**config.mk**
```make
export PLATFORM = sky130hd
export DESIGN_NAME = pinmux_top
export DESIGN_NICKNAME = d
export VERILOG_FILES = /design/src/rtl/pinmux_pkg.sv /design/src/rtl/pinmux_mode_fsm.sv /design/src/rtl/pinmux_regs.sv /design/src/rtl/pinmux_pin_sel.sv /design/src/rtl/pinmux_top.sv
export SDC_FILE = /design/constraint.sdc
export NUM_CORES = 1
export LEC_CHECK = 0
export BUFFER_PORTS_ARGS = -buffer_cell sky130_fd_sc_hd__buf_2
export CORE_AREA = 10 10 103 105
export CTS_CLUSTER_DIAMETER = 120
export DETAILED_ROUTE_END_ITERATION = 12
export DIE_AREA = 0 0 113 115
export PLACE_DENSITY = 0.7
export SYNTH_ARGS = -nofsm -noshare
export SYNTH_HDL_FRONTEND = slang
export SYNTH_SLANG_ARGS = --single-unit
```
**constraint.sdc**
```tcl
create_clock -name clk -period 2 [get_ports clk]
set_clock_uncertainty 0.15 [all_clocks]
set_input_delay 0.4 -clock clk [delete_from_list [all_inputs] [get_ports clk]]
set_output_delay 0.4 -clock clk [all_outputs]
set_load 0.02 [all_outputs]
```
**src/rtl/pinmux_pkg.sv**
```systemverilog
package pinmux_pkg;

    typedef enum logic {
        MODE_SINGLE = 1'b0,
        MODE_EXPAND = 1'b1
    } bus_mode_e;

    // upper two address bits select the register kind
    typedef enum logic [1:0] {
        KIND_DATA  = 2'd0,
        KIND_HIZ   = 2'd1,
        KIND_CESEL = 2'd2,
        KIND_NONE  = 2'd3
    } reg_kind_e;

endpackage

```
**src/rtl/pinmux_mode_fsm.sv**
```systemverilog
module pinmux_mode_fsm
    import pinmux_pkg::*;
(
    input  logic clk,
    input  logic rst_n,
    input  logic bus_mode_i,
    output logic expand_o
);

    bus_mode_e state_q, state_d;

    always_ff @(posedge clk or negedge rst_n) begin
        if (!rst_n) state_q <= MODE_SINGLE;
        else        state_q <= state_d;
    end

    // ENTER_EXPAND / LEAVE_EXPAND
    always_comb begin
        state_d = state_q;
        unique case (state_q)
            MODE_SINGLE: if (bus_mode_i)  state_d = MODE_EXPAND;
            MODE_EXPAND: if (!bus_mode_i) state_d = MODE_SINGLE;
            default:     state_d = MODE_SINGLE;
        endcase
    end

    always_comb begin
        unique case (state_q)
            MODE_SINGLE: expand_o = 1'b0;
            MODE_EXPAND: expand_o = 1'b1;
            default:     expand_o = 1'b0;
        endcase
    end

    // mode follows the sampled input one edge later
    assert_mode_follows_R9: assert property (@(posedge clk) disable iff (!rst_n)
        1'b1 |=> (expand_o == $past(bus_mode_i)));

endmodule

```
**src/rtl/pinmux_regs.sv**
```systemverilog
module pinmux_regs
    import pinmux_pkg::*;
#(
    parameter int NUM_PORTS = 4,
    parameter int PORT_W    = 8,
    parameter int NUM_CE    = 3,
    parameter int REG_AW    = 4
) (
    input  logic                        clk,
    input  logic                        rst_n,
    input  logic                        we_i,
    input  logic [REG_AW-1:0]           addr_i,
    input  logic [PORT_W-1:0]           wdata_i,
    output logic [PORT_W-1:0]           rdata_o,
    output logic [NUM_PORTS*PORT_W-1:0] data_flat_o,
    output logic [NUM_PORTS*PORT_W-1:0] hiz_flat_o,
    output logic [NUM_CE-1:0]           ce_sel_o
);

    localparam int IDX_W = REG_AW - 2;

    logic [PORT_W-1:0] data_q [NUM_PORTS];
    logic [PORT_W-1:0] hiz_q  [NUM_PORTS];
    logic [NUM_CE-1:0] ce_sel_q;

    reg_kind_e       kind;
    logic [IDX_W-1:0] idx;
    logic            idx_ok;

    assign kind   = reg_kind_e'(addr_i[REG_AW-1 -: 2]);
    assign idx    = addr_i[IDX_W-1:0];
    assign idx_ok = (int'(idx) < NUM_PORTS);

    always_ff @(posedge clk or negedge rst_n) begin
        if (!rst_n) begin
            for (int k = 0; k < NUM_PORTS; k++) begin
                data_q[k] <= '0;
                hiz_q[k]  <= '1;
            end
            ce_sel_q <= '0;
        end else if (we_i) begin
            case (kind)
                KIND_DATA:  if (idx_ok) data_q[idx] <= wdata_i;
                KIND_HIZ:   if (idx_ok) hiz_q[idx]  <= wdata_i;
                KIND_CESEL: if (idx == '0) ce_sel_q <= wdata_i[NUM_CE-1:0];
                default: ;
            endcase
        end
    end

    always_comb begin
        rdata_o = '0;
        case (kind)
            KIND_DATA:  if (idx_ok) rdata_o = data_q[idx];
            KIND_HIZ:   if (idx_ok) rdata_o = hiz_q[idx];
            KIND_CESEL: if (idx == '0) rdata_o = {{(PORT_W-NUM_CE){1'b0}}, ce_sel_q};
            default:    rdata_o = '0;
        endcase
    end

    for (genvar k = 0; k < NUM_PORTS; k++) begin : g_flat
        assign data_flat_o[k*PORT_W +: PORT_W] = data_q[k];
        assign hiz_flat_o[k*PORT_W +: PORT_W]  = hiz_q[k];
    end
    assign ce_sel_o = ce_sel_q;

    // select register takes the written value
    assert_cesel_write_R7: assert property (@(posedge clk) disable iff (!rst_n)
        (we_i && kind == KIND_CESEL && idx == '0) |=> (ce_sel_o == $past(wdata_i[NUM_CE-1:0])));

    // writes to unmapped space leave storage alone
    assert_unmapped_ignored_R10: assert property (@(posedge clk) disable iff (!rst_n)
        (we_i && kind == KIND_NONE) |=> ($stable(ce_sel_o) && $stable(data_flat_o) && $stable(hiz_flat_o)));

endmodule

```
**src/rtl/pinmux_pin_sel.sv**
```systemverilog
module pinmux_pin_sel #(
    parameter int PIN_N   = 32,
    parameter int ADDR_W  = 20,
    parameter int NUM_CE  = 3,
    parameter int CE_BASE = 24
) (
    input  logic              clk,
    input  logic              rst_n,
    input  logic              expand_i,
    input  logic [NUM_CE-1:0] ce_sel_i,
    input  logic [ADDR_W-1:0] bus_addr_i,
    input  logic              bus_rd_n_i,
    input  logic              bus_wr_n_i,
    input  logic [NUM_CE-1:0] ce_n_i,
    input  logic [PIN_N-1:0]  data_i,
    input  logic [PIN_N-1:0]  hiz_i,
    output logic [PIN_N-1:0]  pin_out_o,
    output logic [PIN_N-1:0]  pin_oe_o
);

    localparam int RD_PIN = ADDR_W;
    localparam int WR_PIN = ADDR_W + 1;

    logic [PIN_N-1:0] own;
    logic [PIN_N-1:0] busv;

    for (genvar p = 0; p < PIN_N; p++) begin : g_pin
        if (p < ADDR_W) begin : g_addr
            assign own[p]  = expand_i;
            assign busv[p] = bus_addr_i[p];
        end else if (p == RD_PIN) begin : g_rd
            assign own[p]  = expand_i;
            assign busv[p] = bus_rd_n_i;
        end else if (p == WR_PIN) begin : g_wr
            assign own[p]  = expand_i;
            assign busv[p] = bus_wr_n_i;
        end else if (p >= CE_BASE && p < CE_BASE + NUM_CE) begin : g_ce
            assign own[p]  = expand_i & ce_sel_i[p-CE_BASE];
            assign busv[p] = ce_n_i[p-CE_BASE];
        end else begin : g_port
            assign own[p]  = 1'b0;
            assign busv[p] = 1'b0;
        end
        assign pin_out_o[p] = own[p] ? busv[p] : data_i[p];
        assign pin_oe_o[p]  = own[p] | ~hiz_i[p];
    end

    // bus-owned address and strobe pins are always driven
    assert_owned_driven_R8: assert property (@(posedge clk) disable iff (!rst_n)
        expand_i |-> (&pin_oe_o[WR_PIN:0]));

endmodule

```
**src/rtl/pinmux_top.sv**
```systemverilog
module pinmux_top
    import pinmux_pkg::*;
#(
    parameter int NUM_PORTS = 4,
    parameter int PORT_W    = 8,
    parameter int ADDR_W    = 20,
    parameter int NUM_CE    = 3,
    parameter int CE_PORT   = 3,
    parameter int REG_AW    = $clog2(NUM_PORTS) + 2
) (
    input  logic                        clk,
    input  logic                        rst_n,
    input  logic                        bus_mode_i,
    input  logic                        reg_we_i,
    input  logic [REG_AW-1:0]           reg_addr_i,
    input  logic [PORT_W-1:0]           reg_wdata_i,
    output logic [PORT_W-1:0]           reg_rdata_o,
    input  logic [ADDR_W-1:0]           bus_addr_i,
    input  logic                        bus_rd_n_i,
    input  logic                        bus_wr_n_i,
    input  logic [NUM_CE-1:0]           ce_n_i,
    output logic [NUM_PORTS*PORT_W-1:0] pin_out_o,
    output logic [NUM_PORTS*PORT_W-1:0] pin_oe_o
);

    localparam int PIN_N   = NUM_PORTS * PORT_W;
    localparam int CE_BASE = CE_PORT * PORT_W;

    logic              expand;
    logic [PIN_N-1:0]  data_flat;
    logic [PIN_N-1:0]  hiz_flat;
    logic [NUM_CE-1:0] ce_sel;

    pinmux_mode_fsm u_mode (
        .clk        (clk),
        .rst_n      (rst_n),
        .bus_mode_i (bus_mode_i),
        .expand_o   (expand)
    );

    pinmux_regs #(
        .NUM_PORTS (NUM_PORTS),
        .PORT_W    (PORT_W),
        .NUM_CE    (NUM_CE),
        .REG_AW    (REG_AW)
    ) u_regs (
        .clk         (clk),
        .rst_n       (rst_n),
        .we_i        (reg_we_i),
        .addr_i      (reg_addr_i),
        .wdata_i     (reg_wdata_i),
        .rdata_o     (reg_rdata_o),
        .data_flat_o (data_flat),
        .hiz_flat_o  (hiz_flat),
        .ce_sel_o    (ce_sel)
    );

    pinmux_pin_sel #(
        .PIN_N   (PIN_N),
        .ADDR_W  (ADDR_W),
        .NUM_CE  (NUM_CE),
        .CE_BASE (CE_BASE)
    ) u_pins (
        .clk        (clk),
        .rst_n      (rst_n),
        .expand_i   (expand),
        .ce_sel_i   (ce_sel),
        .bus_addr_i (bus_addr_i),
        .bus_rd_n_i (bus_rd_n_i),
        .bus_wr_n_i (bus_wr_n_i),
        .ce_n_i     (ce_n_i),
        .data_i     (data_flat),
        .hiz_i      (hiz_flat),
        .pin_out_o  (pin_out_o),
        .pin_oe_o   (pin_oe_o)
    );

    // single-chip pins mirror the port registers
    assert_single_port_R2: assert property (@(posedge clk) disable iff (!rst_n)
        !expand |-> (pin_out_o == data_flat && pin_oe_o == ~hiz_flat));

    // address bus on the low pins
    assert_addr_route_R3: assert property (@(posedge clk) disable iff (!rst_n)
        expand |-> (pin_out_o[ADDR_W-1:0] == bus_addr_i));

    // strobes directly above the address
    assert_strobe_route_R4: assert property (@(posedge clk) disable iff (!rst_n)
        expand |-> (pin_out_o[ADDR_W] == bus_rd_n_i && pin_out_o[ADDR_W+1] == bus_wr_n_i));

    // released chip enables carry their levels
    assert_ce_route_R5: assert property (@(posedge clk) disable iff (!rst_n)
        expand |-> (((pin_out_o[CE_BASE +: NUM_CE] ^ ce_n_i) & ce_sel) == '0));

endmodule

```
==> flow_summary_export.csv <==
group,metric,value,unit
outcome,status,"finished, violations left",
outcome,failed_checks,"negative setup slack",
critical_path,cp_data_arrival_time,1.69,ns
placement,post_dp_cell_area,4540,sq um
grt,grt_pass1_vias,3159,
timing,post-route-period-util,1.12,
cts,cts.sinks,68,
floorplan,fp.coreArea,8550,sq um
synthesis,synth_fa_ha_area_frac,0,
layout,final_util,0.663,
floorplan,die_h,115,microns
route,avgRoutedWirePerCell,20.8,microns
placement,io_buffers,112,
placement,post-place-ws,-0.298,ns
synthesis,synth_flop_cell,"dfrtp_1",
synthesis,async_flop_share,1.00,
grt,antenna_found_initial,0,
synthesis,synth_top_family_by_area,"multiplexers",
grt,grt-ovfl-total,0,
layout,drive_above_1_share,0.790,
timing,setup_viol,34,
critical_path,timing_worst_setup_path_type,"reg2out",
critical_path,endpoint_kind,"primary output",
synthesis,syn_area,3770,sq um
synthesis,synth_top_area_share,0.287,
timing,hold_ws,0.241,ns
layout,n_antenna_cell,0,
route,first_pass_iters,4,
grt,grt_max_degree,69,
layout,fin_nets,484,
cts,htree_levels,3,
min_path,hold_path.class,"in2reg",
floorplan,io_pins,113,
timing,tightest_slew,0.367,ns
synthesis,yosysMostFrequentCell,"mux2_2",
cts,tritoncts,"done",
timing,max-slew-margin-rel,0.755,
floorplan,die_w,113,microns
power,powerDensity,927,nW/um^2
synthesis,synthSimpleGateAreaFrac,0.0962,
floorplan,rows,34,
timing,hold_viol,0,
timing,setup_slack,-0.238,ns
route,routed_wl,11600,microns
synthesis,synth_common_cells,"mux2_2, dfrtp_1, dfstp_2",
grt,grt_first_pass_wirelength,17300,microns
cts,cts_max_path_buffers,2,
synthesis,ys_ff_latch,68,
cts,worstSkewPairLatency,0.34,ns
critical_path,crit_fanout,2,
synthesis,ys_top_cells_by_area,"mux2_2, dfrtp_1, dfstp_2",
synthesis,synthXorXnorAreaFrac,0,
timing,slew_violations,0,
critical_path,start_kind,"flip-flop",
synthesis,yosysSeqAreaShare,0.462,
route,drtIter0Drc,87,
synthesis,synth_mux_area_frac,0.384,
cts,cts_buffers,9,
synthesis,avgSynthCellArea,13.6,sq um
layout,synthToLayoutAreaGrowth,50.4,%
timing,fmax,447,MHz
route,drc,0,
layout,final_area,5670,sq um
timing,fin_crit,2.24,ns
route,vias,2918,
synthesis,synth_edf_count,0,
power,p_total,5.26,mW
power,leakage,2.65,nW
critical_path,worstPathRequired,1.45,ns
cts,path_clk_slew,0.08,ns
timing,rsz0062_at_grt,"yes",
synthesis,yosysTopAreaCell,"mux2_2",
synthesis,yosys.cell_types.count,26,
placement,dp_hpwl,7700,microns
timing,tns,-2.35,ns
layout,fin_cells,556,
synthesis,synth-compound-area-share,0.0159,
synthesis,yosys_warnings,0,
power,vdd_drop_max,0.614,mV
placement,dp.cells,494,
floorplan,start_util,0.441,
run,max_cap_viol_count,0,
synthesis,synthCells,278,
cts,cts-root-buf,"clkbuf_8",
placement,gp_congestion,0.854,
route,postRouteAntennaNets,0,
synthesis,syn-num-nets,319,
route,via_per_inst,5.25,
floorplan,die-area,13000,sq um
grt,track_usage,0.170,
## path summary, 6_finish.rpt
| kind | start | end | slack (ns) | cells past startpoint |
|---|---|---|---|---|
| max | u_regs.data_flat_o[29] | reg_rdata_o[5] | -0.24 | 4 |
| min | reg_wdata_i[4] | u_regs.hiz_flat_o[4] | 0.24 | 2 |
| max reg2reg | u_regs.data_flat_o[29] | u_regs.data_flat_o[29] | 0.86 | 3 |
| min reg2reg | u_regs.data_flat_o[15] | u_regs.data_flat_o[15] | 0.38 | 1 |
| max in group asynchronous | rst_n | u_regs.hiz_flat_o[12] | 0.91 | 3 |
| min in group asynchronous | rst_n | u_regs.data_flat_o[26] | 0.45 | 3 |
## power breakdown
group,internal [mW],total [mW],switching (mW),leakage (nW)
clock,0.560,1.06,0.503,0.0929
combinational,1.19,2.15,0.962,1.78
sequential,1.81,2.05,0.241,0.775
total,3.55,5.26,1.71,2.65
## registers in the layout, indices dropped and copies added, names as in the netlist
register	count
u_regs.ce_sel_o	3
u_regs.hiz_flat_o	32
u_regs.data_flat_o	32
u_mode.state_q	1
## final cells by class
| class | instances | area (sq um) |
|---|---|---|
| clock buffer | 15 | 178 |
| clock inverter | 1 | 5.00 |
| fill | 650 | 2880 |
| inverter | 7 | 26.3 |
| multi-input combinational | 182 | 2120 |
| sequential | 68 | 1740 |
| tap | 108 | 135 |
| timing repair buffer | 175 | 1470 |
## layout by cell type (no fill, tap or decap), types with 3 or more instances in the layout
master / netlist / layout
buf_16: 0 / 3
nand2b_4: 0 / 6
mux2_1: 8 / 8
mux2_4: 0 / 27
buf_6: 1 / 39
nand2_1: 13 / 10
mux4_2: 10 / 10
buf_12: 0 / 9
mux2_2: 96 / 69
dfrtp_1: 36 / 35
buf_4: 11 / 49
dfstp_2: 32 / 32
nand2_4: 0 / 3
clkbuf_8: 0 / 10
nor2_1: 6 / 6
mux2i_1: 5 / 3
buf_2: 5 / 71
clkbuf_1: 3 / 4
nand2b_1: 24 / 17
o22ai_2: 0 / 5
inv_1: 7 / 7
## repair_timing
action	CTS	global route
hold endpoints to repair	37	0
hold buffers	2	0
pin swaps	8	6
endpoints found under the setup margin	28	47
buffers inserted	35	6
cloned	3	0
resized for setup	62	80
## critical path, cell delays in order (launching register included)
cell and delay [ns]:
dfrtp_1 0.38, mux4_2 0.50, mux2i_2 0.20, nor2_1 0.09, buf_4 0.16
## logic make-up (layout without fill, tap and decap cells)
logic type / Yosys count / after routing
DFF: 68 / 68
buffers and inverters: 28 / 198
and+or+nand+nor: 54 / 54
AOI/OAI and AO/OA: 9 / 9
muxes: 119 / 119
## layer usage
metal	track usage	part of all wire	up-vias
li1	-	-	1324
met1	0.188	0.39	1487
met2	0.304	0.52	92
met3	0.0625	0.071	15
met4	0.0440	0.015	0
met5	0	0	-
No activity file was read; power rests on OpenSTA's default activity.
